<file path="config.mk">
export PLATFORM = sky130hd
export DESIGN_NAME = status_flag_reg
export DESIGN_NICKNAME = d
export VERILOG_FILES = /design/src/rtl/flag_pkg.sv /design/src/rtl/flag_derive.sv /design/src/rtl/flag_src_mux.sv /design/src/rtl/flag_store.sv /design/src/rtl/status_flag_reg.sv
export SDC_FILE = /design/constraint.sdc
export NUM_CORES = 1
export LEC_CHECK = 0
export CAP_MARGIN = 25
export CELL_PAD_IN_SITES_DETAIL_PLACEMENT = 1
export CELL_PAD_IN_SITES_GLOBAL_PLACEMENT = 2
export CORE_MARGIN = 10
export CORE_UTILIZATION = 10
export DETAILED_ROUTE_END_ITERATION = 6
export PLACE_DENSITY = 0.93
export SYNTH_ARGS = -nofsm -noshare
export SYNTH_HDL_FRONTEND = slang
export SYNTH_SLANG_ARGS = --single-unit
</file>
<file path="constraint.sdc">
create_clock -name clk -period 1.8 [get_ports clk]
set_input_delay 0.18 -clock clk [delete_from_list [all_inputs] [get_ports clk]]
set_output_delay 0.18 -clock clk [all_outputs]
set_load 0.02 [all_outputs]
</file>
<file path="src/rtl/flag_pkg.sv">
package flag_pkg;
  localparam int FLAG_W = 4;

  typedef struct packed {
    logic rsv;
    logic neg;
    logic cy;
    logic zero;
  } flags_t;
endpackage

</file>
<file path="src/rtl/flag_derive.sv">
module flag_derive
  import flag_pkg::*;
#(
  parameter int DATA_W = 8
) (
  input  logic [DATA_W-1:0] result,
  input  logic              carry_n,
  output flags_t            derived
);
  always_comb begin
    derived.zero = (result == '0);
    derived.cy   = carry_n;
    derived.neg  = result[DATA_W-1];
    derived.rsv  = 1'b0;
  end
endmodule

</file>
<file path="src/rtl/flag_src_mux.sv">
module flag_src_mux
  import flag_pkg::*;
#(
  parameter int DATA_W = 8
) (
  input  logic              sel_bus,
  input  flags_t            from_alu,
  input  logic [DATA_W-1:0] from_bus,
  output flags_t            chosen
);
  flags_t bus_flags;

  always_comb begin
    bus_flags      = flags_t'(from_bus[FLAG_W-1:0]);
    bus_flags.rsv  = 1'b0;
    chosen         = sel_bus ? bus_flags : from_alu;
  end
endmodule

</file>
<file path="src/rtl/flag_store.sv">
module flag_store
  import flag_pkg::*;
(
  input  logic   clk,
  input  logic   rst_n,
  input  logic   load,
  input  flags_t d_in,
  output flags_t q_out
);
  flags_t q_r;
  flags_t q_nxt;

  always_comb begin
    q_nxt = q_r;
    if (load) q_nxt = d_in;
  end

  always_ff @(posedge clk or negedge rst_n) begin
    if (!rst_n) q_r <= '0;
    else        q_r <= q_nxt;
  end

  assign q_out = q_r;
endmodule

</file>
<file path="src/rtl/status_flag_reg.sv">
module status_flag_reg
  import flag_pkg::*;
#(
  parameter int DATA_W = 8
) (
  input  logic              clk,
  input  logic              rst_n,
  input  logic [DATA_W-1:0] alu_result,
  input  logic              alu_carry_n,
  input  logic [DATA_W-1:0] bus_in,
  input  logic              load_sel,
  input  logic              latch_en,
  input  logic              out_en,
  input  logic [DATA_W-FLAG_W-1:0] ext_status,
  output logic [DATA_W-1:0] bus_out,
  output logic              bus_oe
);
  localparam int STATUS_W = DATA_W - FLAG_W;

  flags_t alu_flags;
  flags_t sel_flags;
  flags_t flag_q;
  logic [DATA_W-1:0] read_word;

  flag_derive #(.DATA_W(DATA_W)) u_derive (
    .result  (alu_result),
    .carry_n (alu_carry_n),
    .derived (alu_flags)
  );

  flag_src_mux #(.DATA_W(DATA_W)) u_mux (
    .sel_bus  (load_sel),
    .from_alu (alu_flags),
    .from_bus (bus_in),
    .chosen   (sel_flags)
  );

  flag_store u_store (
    .clk   (clk),
    .rst_n (rst_n),
    .load  (latch_en),
    .d_in  (sel_flags),
    .q_out (flag_q)
  );

  always_comb begin
    read_word = {ext_status[STATUS_W-1:0], 1'b0, flag_q.neg, flag_q.cy, flag_q.zero};
    bus_out   = out_en ? read_word : '0;
    bus_oe    = out_en;
  end
endmodule

</file>
==> Word level (Yosys, flattened, before mapping) <==
Cells that the tools add are included.
{ "op_classes": {"shift": 0, "n_reduce_logical": 1, "bitwise_logic": 0, "div_mod_pow": 0, "n_mux": 2, "multipliers": 0, "magnitude_cmp": 0, "add_sub_neg": 0, "eq_ne": 0} }
{ "op_table": {"columns": ["op", "count"], "rows": [
  ["8-bit zero test", 1],
  ["8-bit 2-to-1 mux", 1],
  ["3-bit 2-to-1 mux", 1]
]} }
{ "totals": {"out_inout_bits": 9, "mem_bits_ro": 0, "reg_bits": 3, "in_bits": 26, "elab_cells": 6, "latch_bits": 0, "ramBits": 0, "n_memories": 0} }

==> Depth between registers and ports, before layout <==
{ "logic_depth": {"depth_word": 2, "depth_mapped": 3, "mapped_depth_nobuf": 3} }

==> Modules after synthesis <==
A second synthesis with hierarchy kept.
{ "unflattened": {"cells_unflattened": 29, "area_unflattened_um2": 295.3} }
{ "modules_own_cells": {"columns": ["mod", "cells_per_inst", "seq_area_each_um2", "instances", "area_each_um2"], "rows": [
  ["flag_store", 8, 100.1, 1, 145.1],
  ["status_flag_reg", 10, 0.0, 1, 62.6],
  ["flag_derive", 7, 0.0, 1, 45.0],
  ["flag_src_mux", 4, 0.0, 1, 42.5]
]} }

==> Least setup slack after synthesis <==
No wires, ideal clock.
{ "synth_path": {"path_kind": "register to output", "start": "register u_store.q_r (netlist bit u_store.q_out[0])", "end": "output port bus_out[0]", "path_stages_with_launch": 2, "required_time_ps": 1620, "setup_slack_ps": 1058, "arrival_ps": 562, "n_path_buf": 0, "cell_sequence": "dfrtp_1 > and2_1"} }
{ "synth_between": {"elab_chain_cells": 1} }
{ "synth_rtl": {"columns": ["item", "line_no", "text"], "rows": [
  ["from (decl)", "flag_store.sv:10", "flags_t q_r;"],
  ["from (signal assigned)", "flag_store.sv:20", "else q_r <= q_nxt;"],
  ["8-bit 2-to-1 mux", "status_flag_reg.sv:48", "bus_out = out_en ? read_word : '0;"],
  ["to (decl)", "status_flag_reg.sv:15", "output logic [DATA_W-1:0] bus_out,"]
]} }
No other way between the ends.

==> Final worst setup path <==
{ "layout_path": {"start": "input port out_en", "end": "output port bus_out[6]"} }
{ "layout_between": {"elab_chain_cells": 1} }
{ "layout_rtl": {"columns": ["item", "line_no", "text"], "rows": [
  ["from (decl)", "status_flag_reg.sv:13", "input logic out_en,"],
  ["8-bit 2-to-1 mux", "status_flag_reg.sv:48", null]
]} }
No other way between the ends.

==> impl_metrics.json <==
{
  "cp_slowest_cell": "clkdlybuf4s50_1",
  "post_cts_buffers": 0,
  "multi_input_area_um2": 135,
  "wl_met2_um": 320,
  "rows": 17,
  "wl_met1_um": 506,
  "rr_worst_depth": 2,
  "synth_cells": 25,
  "cp_common_cell": "clkdlybuf4s50_1",
  "power_density_nw_per_um2": 552,
  "yosysWarnings": 0,
  "antenna_found_initial": 0,
  "fillers": 265,
  "rsz0062_at_grt": "false",
  "clk-insertion-delay-late_ns": 0.23,
  "cts_resized": 0,
  "dieWidth_um": 67.5,
  "power_uw": 304,
  "status": "complete, no violations",
  "synth.top_cell.area_share_pct": 33.3,
  "yosysSeqAreaShare_pct": 33.3,
  "final_layout_size_suffix_gt1_share_pct": 9.09,
  "hold_viol": 0,
  "finalSetupViolations": 0,
  "maxCapViolations": 0,
  "cp.arrival_ns": 1.52,
  "overflow": 0,
  "cp_slowest_stage_delay_ns": 0.61,
  "start_util_pct": 10.4,
  "required_ns": 1.62,
  "clock_sinks": 3,
  "synth_nets": 51,
  "crit_fanout": 8,
  "insertedDiodeCount": 0,
  "grt_pass1_vias": 338,
  "grt_max_degree": 9,
  "synthToLayoutAreaGrowth_pct": 145,
  "dieArea_um2": 4550,
  "h-tree-depth": 1,
  "synth_seq_cells": 3,
  "syn_avg_cell_area_um2": 9.01,
  "cts-hold-fix-buffers": 0,
  "drt_iter0_drc": 4,
  "wl_met3_um": 169,
  "drv_slew": 0,
  "power.leakage_nw": 0.209,
  "hold_path_class": "input port to asynchronous set/reset pin",
  "clk_pin_slew_ns": 0.04,
  "boundaryPins": 35,
  "io_buffers": 28,
  "grt_pass1_wl_um": 1460,
  "core_um2": 2170,
  "top_layer": "met3",
  "nets": 82,
  "track_usage_pct": 4.50,
  "syn_area_um2": 225,
  "vias": 290,
  "clockBufferDepth": 2,
  "tns_ns": 0,
  "layout_common_cells": "clkdlybuf4s50_1 (28), and2_1 (7), clkbuf_4 (3), dfrtp_1 (3)",
  "root_buffer": "clkbuf_4",
  "routed_wl_um": 996,
  "ir_drop_uv": 167,
  "final_common_cell": "clkdlybuf4s50_1",
  "post-route-min-period_ns": 1.70,
  "yosysTopAreaCell": "dfrtp_1",
  "wl_per_cell_um": 12.0,
  "endpoint_kind": "output port",
  "gp_congestion": 0.720,
  "die_y_um": 67.5,
  "antenna_left": 0,
  "seq_area_um2": 75.1,
  "startpoint_type": "input port",
  "drc_errors": 0,
  "ys_types": 11,
  "synth.area.top_cells": "dfrtp_1 (33%), and2_1 (19%), nor4_2 (11%)",
  "largest_reg_flops": 3,
  "timing.final.crit_share_pct": 94.5,
  "fmax_mhz": 588,
  "via_per_inst": 3.49,
  "cts_tree": "yes",
  "cts_made_buffers": 3,
  "crit_path_cell_trace": "clkdlybuf4s50_1 -> and2_1 -> clkdlybuf4s50_1",
  "fin_worst_skew_ns": 0,
  "crit_type": "input port to output port",
  "drtPass1Iterations": 2
}
==> kinds of logic after synthesis <==
logic type / after synthesis / synth area share (%)
flip-flops: 3 / 33.3
AND/OR/NAND/NOR: 15 / 45.0
other: 1 / 1.67
multiplexers: 2 / 8.89
buffers and inverters: 2 / 6.66
AO/OA/AOI/OAI: 2 / 4.44
==> power by group <==
part	leakage, nW	switching, mW	internal [mW]
Combinational	0.158	0.0403	0.0670
Clock	0.0150	0.0369	0.0832
Sequential	0.0353	0.00279	0.0743
Total	0.209	0.0800	0.224
==> path summary, 6_finish.rpt <==
path                                  start               end  slack [ns]
setup / recovery                     out_en        bus_out[6]         0.1
hold / removal                        rst_n  u_store.q_out[1]        0.13
setup reg to reg           u_store.q_out[2]  u_store.q_out[2]        1.15
hold reg to reg            u_store.q_out[0]  u_store.q_out[0]        0.50
max in group asynchronous             rst_n  u_store.q_out[2]        1.52
min in group clk           u_store.q_out[0]  u_store.q_out[0]        0.50
==> worst max-delay path: cells and delay by family <==
| kind | cells | cell delay (ns) |
|---|---|---|
| buffers and inverters | 2 | 1.18 |
| and+or+nand+nor | 1 | 0.16 |
==> routing by layer <==
| metal | up-vias | track usage (%) |
|---|---|---|
| li1 | 144 | - |
| met1 | 117 | 4.84 |
| met2 | 29 | 5.69 |
| met3 | 0 | 4.30 |
| met4 | 0 | 2.31 |
| met5 | - | 0 |
==> synthesized netlist by cell type <==
master    instances
nand3_1           2
dfrtp_1           3
nand4b_1          1
a21oi_1           2
and2_1            7
nor2_1            2
nand2b_1          1
nor4_2            2
buf_4             2
mux2i_1           2
conb_1            1
==> layout make-up <==
cell class                 instances  area share (%)
clock buffer                       4            4.76
multi-input combinational         20            24.5
sequential                         3            13.6
tap                               28            6.35
timing repair buffer              28            50.8
==> metrics by stage <==
stage                     area [um^2]  setup slack (ns)  cells  util, %  hold WS [ns]
after global routing              552            0.0257     83     25.4         0.132
after global placement            526            0.0994     79     24.2         0.372
final                             552            0.0991     83     25.4         0.130
after floorplan                   225              1.06     25        -        -0.116
after CTS                         552            0.0813     83     25.4         0.128
after detailed placement          526            0.0856     79     24.2         0.377
(Power assumes the default switching activity.)
